### src/rtl/colpkt_pkg.sv
package colpkt_pkg;

  localparam int DEV_W  = 5;
  localparam int BANK_W = 5;
  localparam int COL_W  = 7;
  localparam int OP_W   = 4;
  localparam int XOP_W  = 5;
  localparam int MASK_W = 8;
  localparam int PKT_LEN = 40;
  localparam int CMD_W  = DEV_W + BANK_W + COL_W + OP_W;   // 21 decoded bits
  localparam int SIDE_W = 1 + 2 * MASK_W;                  // 17 bits

  typedef struct packed {
    logic nop;
    logic wr;
    logic rd;
    logic prec;
    logic wra;
    logic rda;
    logic relax;
    logic other;
  } cmd_strb_t;

  typedef struct packed {
    logic prec;
    logic cal;
    logic calsam;
    logic relax;
  } xop_strb_t;

  // Command opcode: bit 3 adds relax, bits 2:0 select the column action.
  function automatic cmd_strb_t cop_decode(input logic [OP_W-1:0] op,
                                           input logic hit, input logic vld);
    cmd_strb_t s;
    s = '0;
    if (vld) begin
      if (!hit) begin
        s.other = 1'b1;
      end else begin
        s.relax = op[3];
        case (op[2:0])
          3'b000:  s.nop  = 1'b1;
          3'b001:  s.wr   = 1'b1;
          3'b011:  s.rd   = 1'b1;
          3'b100:  s.prec = 1'b1;
          3'b101:  s.wra  = 1'b1;
          3'b111:  s.rda  = 1'b1;
          default: ;
        endcase
      end
    end
    return s;
  endfunction

  // Extended opcode: any code with bit 0 set is reserved; other bits combine.
  function automatic xop_strb_t xop_decode(input logic [XOP_W-1:0] x,
                                           input logic hit, input logic vld);
    xop_strb_t s;
    s = '0;
    if (vld && hit && !x[0]) begin
      s.prec   = x[4];
      s.relax  = x[1];
      s.cal    = x[3] & ~x[2];
      s.calsam = x[3] &  x[2];
    end
    return s;
  endfunction

endpackage

### src/rtl/col_deser.sv
module col_deser #(
  parameter int BUS_W  = 10,
  parameter int CYCLES = 4
) (
  input  logic                      clk,
  input  logic                      rst_n,
  input  logic [BUS_W-1:0]          col_in,
  input  logic                      attn,
  output logic                      start_take,
  output logic                      pkt_vld,
  output logic [BUS_W*CYCLES-1:0]   pkt
);
  localparam int PKT_W = BUS_W * CYCLES;
  localparam int SH_W  = PKT_W - BUS_W;
  localparam int CNT_W = (CYCLES > 2) ? $clog2(CYCLES) : 1;

  logic             busy;
  logic [CNT_W-1:0] cnt;
  logic [SH_W-1:0]  sh;
  logic             last_slice;

  assign start_take = !busy && col_in[BUS_W-1] && attn;
  assign last_slice = busy && (cnt == CNT_W'(CYCLES - 1));

  always_ff @(posedge clk) begin
    if (!rst_n) begin
      busy    <= 1'b0;
      cnt     <= '0;
      sh      <= '0;
      pkt     <= '0;
      pkt_vld <= 1'b0;
    end else begin
      pkt_vld <= 1'b0;
      if (start_take) begin
        busy <= 1'b1;
        cnt  <= CNT_W'(1);
        sh   <= SH_W'(col_in);
      end else if (last_slice) begin
        busy    <= 1'b0;
        cnt     <= '0;
        pkt     <= {sh, col_in};
        pkt_vld <= 1'b1;
      end else if (busy) begin
        cnt <= cnt + CNT_W'(1);
        sh  <= {sh[SH_W-BUS_W-1:0], col_in};
      end
    end
  end
endmodule

### src/rtl/col_cmd_dec.sv
module col_cmd_dec
  import colpkt_pkg::*;
(
  input  logic                    vld,
  input  logic [CMD_W-1:0]        cmd,
  input  logic [DEV_W-1:0]        dev_id,
  output cmd_strb_t               strb,
  output logic [BANK_W-1:0]       bank,
  output logic [COL_W-1:0]        col
);
  logic [DEV_W-1:0] c_dev;
  logic [OP_W-1:0]  c_op;
  logic             dev_hit;

  assign c_dev   = cmd[CMD_W-1 -: DEV_W];
  assign c_op    = cmd[OP_W-1:0];
  assign dev_hit = (c_dev == dev_id);
  assign strb    = cop_decode(c_op, dev_hit, vld);
  assign bank    = vld ? cmd[OP_W+COL_W +: BANK_W] : '0;
  assign col     = vld ? cmd[OP_W +: COL_W] : '0;
endmodule

### src/rtl/col_side_dec.sv
module col_side_dec
  import colpkt_pkg::*;
(
  input  logic                 vld,
  input  logic [SIDE_W-1:0]    side,
  input  logic [DEV_W-1:0]     dev_id,
  output xop_strb_t            xstrb,
  output logic [BANK_W-1:0]    xbank,
  output logic                 mask_vld,
  output logic [MASK_W-1:0]    mask_a,
  output logic [MASK_W-1:0]    mask_b
);
  logic             mode_mask;
  logic             xop_vld;
  logic [DEV_W-1:0] x_dev;
  logic [XOP_W-1:0] x_op;
  logic             x_hit;

  assign mode_mask = side[SIDE_W-1];
  assign xop_vld   = vld && !mode_mask;
  assign x_dev     = side[2*MASK_W-1 -: DEV_W];
  assign x_op      = side[XOP_W:1];
  assign x_hit     = (x_dev == dev_id);
  assign xstrb     = xop_decode(x_op, x_hit, xop_vld);
  assign xbank     = xop_vld ? side[XOP_W+1 +: BANK_W] : '0;
  assign mask_vld  = vld && mode_mask;
  assign mask_a    = mask_vld ? side[2*MASK_W-1 -: MASK_W] : '0;
  assign mask_b    = mask_vld ? side[MASK_W-1:0] : '0;
endmodule

### src/rtl/col_pkt_decoder.sv
module col_pkt_decoder
  import colpkt_pkg::*;
#(
  parameter int PINS   = 5,
  parameter int BEATS  = 2,
  parameter int CYCLES = 4
) (
  input  logic                 clk,
  input  logic                 rst_n,
  input  logic [PINS*BEATS-1:0] col_in,
  input  logic                 attn,
  input  logic [4:0]           dev_id,
  output logic                 cmd_nop,
  output logic                 cmd_wr,
  output logic                 cmd_rd,
  output logic                 cmd_prec,
  output logic                 cmd_wra,
  output logic                 cmd_rda,
  output logic                 cmd_relax,
  output logic                 cmd_other,
  output logic [4:0]           cmd_bank,
  output logic [6:0]           cmd_col,
  output logic                 x_prec,
  output logic                 x_cal,
  output logic                 x_calsam,
  output logic                 x_relax,
  output logic [4:0]           x_bank,
  output logic                 mask_vld,
  output logic [7:0]           mask_a,
  output logic [7:0]           mask_b
);
  localparam int BUS_W = PINS * BEATS;
  localparam int PKT_W = BUS_W * CYCLES;

  logic              start_take;
  logic              pkt_vld;
  logic [PKT_W-1:0]  pkt;
  cmd_strb_t         cstrb;
  xop_strb_t         xstrb;
  logic              unused_frame_bits;

  col_deser #(.BUS_W(BUS_W), .CYCLES(CYCLES)) u_deser (
    .clk        (clk),
    .rst_n      (rst_n),
    .col_in     (col_in),
    .attn       (attn),
    .start_take (start_take),
    .pkt_vld    (pkt_vld),
    .pkt        (pkt)
  );

  // Start bit and command spare bit carry no decoded meaning.
  assign unused_frame_bits = pkt[PKT_LEN-1] ^ pkt[SIDE_W];

  col_cmd_dec u_cmd (
    .vld    (pkt_vld),
    .cmd    (pkt[PKT_LEN-2 -: CMD_W]),
    .dev_id (dev_id),
    .strb   (cstrb),
    .bank   (cmd_bank),
    .col    (cmd_col)
  );

  col_side_dec u_side (
    .vld      (pkt_vld),
    .side     (pkt[SIDE_W-1:0]),
    .dev_id   (dev_id),
    .xstrb    (xstrb),
    .xbank    (x_bank),
    .mask_vld (mask_vld),
    .mask_a   (mask_a),
    .mask_b   (mask_b)
  );

  assign cmd_nop   = cstrb.nop;
  assign cmd_wr    = cstrb.wr;
  assign cmd_rd    = cstrb.rd;
  assign cmd_prec  = cstrb.prec;
  assign cmd_wra   = cstrb.wra;
  assign cmd_rda   = cstrb.rda;
  assign cmd_relax = cstrb.relax;
  assign cmd_other = cstrb.other;
  assign x_prec    = xstrb.prec;
  assign x_cal     = xstrb.cal;
  assign x_calsam  = xstrb.calsam;
  assign x_relax   = xstrb.relax;
endmodule

### config.mk
export PLATFORM = sky130hd
export DESIGN_NAME = col_pkt_decoder
export DESIGN_NICKNAME = d
export VERILOG_FILES = /design/src/rtl/colpkt_pkg.sv /design/src/rtl/col_deser.sv /design/src/rtl/col_cmd_dec.sv /design/src/rtl/col_side_dec.sv /design/src/rtl/col_pkt_decoder.sv
export SDC_FILE = /design/constraint.sdc
export NUM_CORES = 1
export LEC_CHECK = 0
export ABC_AREA = 1
export ABC_CLOCK_PERIOD_IN_PS = 1200
export BUFFER_PORTS_ARGS = -buffer_cell sky130_fd_sc_hd__buf_2
export CORE_UTILIZATION = 55
export CTS_BUF_LIST = sky130_fd_sc_hd__clkbuf_16
export DETAILED_ROUTE_END_ITERATION = 10
export PLACE_DENSITY = 0.76
export SYNTH_ARGS = -nofsm -noshare
export SYNTH_HDL_FRONTEND = slang
export SYNTH_HIERARCHICAL = 1
export SYNTH_SLANG_ARGS = --single-unit
export TNS_END_PERCENT = 30
### constraint.sdc
create_clock -name clk -period 1.2 [get_ports clk]
set_input_delay 0.06 -clock clk [delete_from_list [all_inputs] [get_ports clk]]
set_output_delay 0.06 -clock clk [all_outputs]
set_load 0.02 [all_outputs]
-- Word level (Yosys, flattened, before mapping)
Index checks and enable logic that the tools add are counted.
- mux-type cells: 24
- bitwise operators: 6
- add/sub/neg operators: 1
- reductions and logical operators: 19
- eq/ne operators: 9
- operator list (operator ; count):
    $mux W10 ; 3
    $mux W8 ; 3
    $mux W7 ; 2
    $mux W1 ; 13
    $eq A5 B5 Y1 ; 2
    $mux W5 ; 2
    $eq A3 B3 Y1 const B ; 3
    $logic_and A1 B1 Y1 ; 7
    $reduce_and A2 Y1 ; 3
    $mux W4 ; 1
    $not A1 Y1 ; 4
    $reduce_bool A2 Y1 ; 2
    $eq A3 B1 Y1 const B ; 1
    $eq A3 B2 Y1 const B ; 1
    $logic_not A1 Y1 ; 3
    $logic_not A3 Y1 ; 1
    $reduce_bool A3 Y1 ; 1
    $reduce_or A3 Y1 ; 1
    $add A2 B1 Y2 const B ; 1
    $and A1 B1 Y1 ; 2
    $eq A2 B2 Y1 const B ; 1
    $ne A2 B2 Y1 const B ; 1
    $reduce_or A2 Y1 ; 1
- output and inout port bits: 46
- flip-flop bits (word level): 72
- input port bits: 18
- word-level logic and storage cells: 66

-- Logic depth before layout (Yosys ltp)
- word-level depth: 5
- gate-level depth with buffers: 9
- depth with buffers taken out: 8

-- By module
Netlist, hierarchy kept.
- modules (own cells, without submodules) (module ; times used ; cells an instance ; sequential area each (um^2) ; area an instance (um^2)):
    col_deser ; 1 ; 387 ; 1481.4 ; 2771.4
    col_cmd_dec ; 1 ; 83 ; 0.0 ; 337.8
    col_side_dec ; 1 ; 74 ; 0.0 ; 290.3

-- Worst setup path before layout
No wires, ideal clock.
- kind: reg-to-output
- from: reg u_deser.pkt_vld
- to: out x_cal
- arrival: 1073 ps
- stages on the path, launching flop included: 7
- path slack: 67 ps
- cells stage by stage: dfxtp_1 -> inv_1 -> nor2_2 -> nand2_1 -> nor2_2 -> nand3_2 -> nor2_1
- longest elaborated chain between the ends: 4
- RTL lines (element ; line ; text):
    start, declared ; col_deser.sv:10 ; output logic pkt_vld,
    start signal, assigned ; col_deser.sv:31 ; pkt_vld <= 1'b0;
    start signal, assigned ; col_deser.sv:33 ; pkt_vld <= 1'b0;
    start signal, assigned ; col_deser.sv:42 ; pkt_vld <= 1'b1;
    $logic_and A1 B1 Y1 ; col_side_dec.sv:20 ; assign xop_vld = vld && !mode_mask;
    $logic_and A1 B1 Y1 (2 in a row) ; colpkt_pkg.sv:60 ; if (vld && hit && !x[0]) begin
    $mux W4 ; colpkt_pkg.sv:60 ;
    end, declared ; col_pkt_decoder.sv:24 ; output logic x_cal,
Every way passes these cells.

-- Final worst setup path
- from: reg u_deser.pkt_vld
- to: out cmd_prec
- longest elaborated chain between the ends: 1
- RTL lines (element ; line ; text):
    $mux W8 ; colpkt_pkg.sv:36 ; if (vld) begin
    end, declared ; col_pkt_decoder.sv:16 ; output logic cmd_prec,
Every way passes these cells.

==> impl_metrics.env <==
export IMPL_status="finished with violations"
export IMPL_violations="setup timing"
export IMPL_grt_pass1_vias=3053
export IMPL_detail_route_vias_per_cell=5.00
export IMPL_final_nets=623
export IMPL_io_pins=64
export IMPL_cts_max_level=3
export IMPL_cts_tree="built"
export IMPL_worstMarginPinSlew_ns=0.252
export IMPL_antenna_cells=0
export IMPL_layout_cells_non_filler=680
export IMPL_slew_violations=0
export IMPL_drc=0
export IMPL_power_density_mw_per_mm2=1110
export IMPL_end_kind="output pin"
export IMPL_finalHoldViolCount=0
export IMPL_synth_avg_cell_area_um2=6.22
export IMPL_start_util_pct=58.3
export IMPL_area_growth_pct=38.4
export IMPL_core_mm2=0.00564
export IMPL_grt_pass1_wl_um=13200
export IMPL_port_buffers=63
export IMPL_fp_dieArea_mm2=0.00630
export IMPL_firstDrtPassIters=5
export IMPL_track_usage_pct=27.1
export IMPL_pre_cts_ws_ns=-0.0279
export IMPL_synthCells=529
export IMPL_final_fill_count=377
export IMPL_period_share_pct=121
export IMPL_placed_cell_area_mm2=0.00371
export IMPL_clk_transition_reported_paths_ns=0.05
export IMPL_antenna_found_initial=0
export IMPL_place_congestion=0.802
export IMPL_drive_gt1_share_pct=27.8
export IMPL_required_ns=1.14
export IMPL_place_inst=655
export IMPL_drtIter0Drc=219
export IMPL_finalSetupViolations=34
export IMPL_vias=3400
export IMPL_dp_hpwl_um=5200
export IMPL_synth_net_count=548
export IMPL_drv_cap=0
export IMPL_final_cell_mix="nand2_1 (133), nor2_1 (110), inv_1 (79), dfxtp_1 (57)"
export IMPL_postCtsHoldBufs=0
export IMPL_min_period_ns=1.46
export IMPL_wirelength_um=8560
export IMPL_numClockSinks=71
export IMPL_setup_ws_ns=-0.257
export IMPL_fin_area_mm2=0.00456
export IMPL_startpoint_type="register"
export IMPL_peakVddDrop_uv=1010
export IMPL_grt_ovfl_total=0
export IMPL_arrival_ns=1.40
export IMPL_totalNegativeSetupSlack_ns=-4.52
export IMPL_grt_setup_unrepaired="yes"
export IMPL_die_y_um=79.4
export IMPL_crit_path_max_fanout=5
export IMPL_syn_area_mm2=0.00329
export IMPL_cts_root_buf="clkbuf_16"
export IMPL_grt_max_degree=49
export IMPL_clk_path_buf_depth=2
export IMPL_timing_hold_ws_ns=0.00721
export IMPL_chipWidth_um=79.4
export IMPL_yosys_warnings=6
export IMPL_p_leak_nw=2.28
export IMPL_clkLatencyLatePin_ns=0.32
export IMPL_relSlewSlack_pct=83.0
export IMPL_wl_per_cell_um=12.6
export IMPL_rows=27
export IMPL_fin_skew_ns=0.00320
export IMPL_hold_path_class="in2reg"
export IMPL_postRouteAntennaNets=0
export IMPL_fmax_mhz=686
export IMPL_layout_commonest_cell="nand2_1"
export IMPL_critPathKind="reg2out"
export IMPL_cts_buffers=9
==> stage by stage <==
step / utilization, % / power (W)
after floorplan: - / 0.00272
after global placement: 65.8 / 0.00283
after detailed placement: 65.8 / 0.00284
after CTS: 75.3 / 0.00502
after global routing: 80.7 / 0.00526
final: 80.7 / 0.00506
==> final cells by class <==
| class | count | area (µm²) | area share (%) |
|---|---|---|---|
| clock buffers | 9 | 225 | 4.94 |
| clock inverters | 6 | 22.5 | 0.494 |
| inverters | 86 | 332 | 7.28 |
| well taps | 72 | 90.1 | 1.98 |
| flip-flops and latches | 71 | 1440 | 31.7 |
| multi-input cells | 350 | 1640 | 36.0 |
| repair buffers | 86 | 802 | 17.6 |
==> sequential cells by signal, summed over array words and instances, names as in the netlist <==
name	cells
u_deser/busy	1
u_deser/cnt	2
u_deser/pkt	38
u_deser/pkt_vld	1
u_deser/sh	29
==> critical path, cell delays in order (launching register included) <==
cell and delay [ns]:
dfxtp_4 0.39, buf_4 0.14, nand2_1 0.05, inv_1 0.11
nand3_1 0.15, nor2_4 0.12, buf_6 0.12
==> per-layer routing <==
| metal | up-vias | wire length, µm | track usage, % |
|---|---|---|---|
| li1 | 1712 | - | - |
| met3 | 8 | 449 | 4.48 |
| met5 | - | 0 | 0 |
| met1 | 1566 | 3670 | 32.6 |
| met2 | 114 | 4360 | 48.8 |
| met4 | 0 | 70 | 8.91 |
==> path summary, 6_finish.rpt <==
kind	startpoint	to	slack, ns	depth (start not counted)
setup / recovery	u_deser/pkt_vld$_SDFF_PP0_	cmd_prec	-0.26	6
hold / removal	col_in[0]	u_deser/pkt[0]$_SDFFE_PN0P_	0.007	3
setup reg to reg	u_deser/cnt[1]$_SDFFE_PP0P_	u_deser/pkt[3]$_SDFFE_PN0P_	0.03	5
hold reg to reg	u_deser/pkt[22]$_SDFFE_PN0P_	u_deser/pkt[22]$_SDFFE_PN0P_	0.48	2
==> power by group <==
| part | total [W] | switching [W] | internal, W |
|---|---|---|---|
| sequential | 0.00246 | 0.0000519 | 0.00241 |
| clock | 0.00219 | 0.000850 | 0.00134 |
| combinational | 0.000412 | 0.000249 | 0.000163 |
| total | 0.00506 | 0.00115 | 0.00391 |
==> repair_timing <==
item | in CTS | in global routing
gates cloned | 2 | 2
buffers inserted | 3 | 4
pin swaps | 15 | 14
endpoints found under the setup margin | 77 | 116
gates resized for setup | 95 | 86
Note: power is estimated with default switching activity, not from simulation.
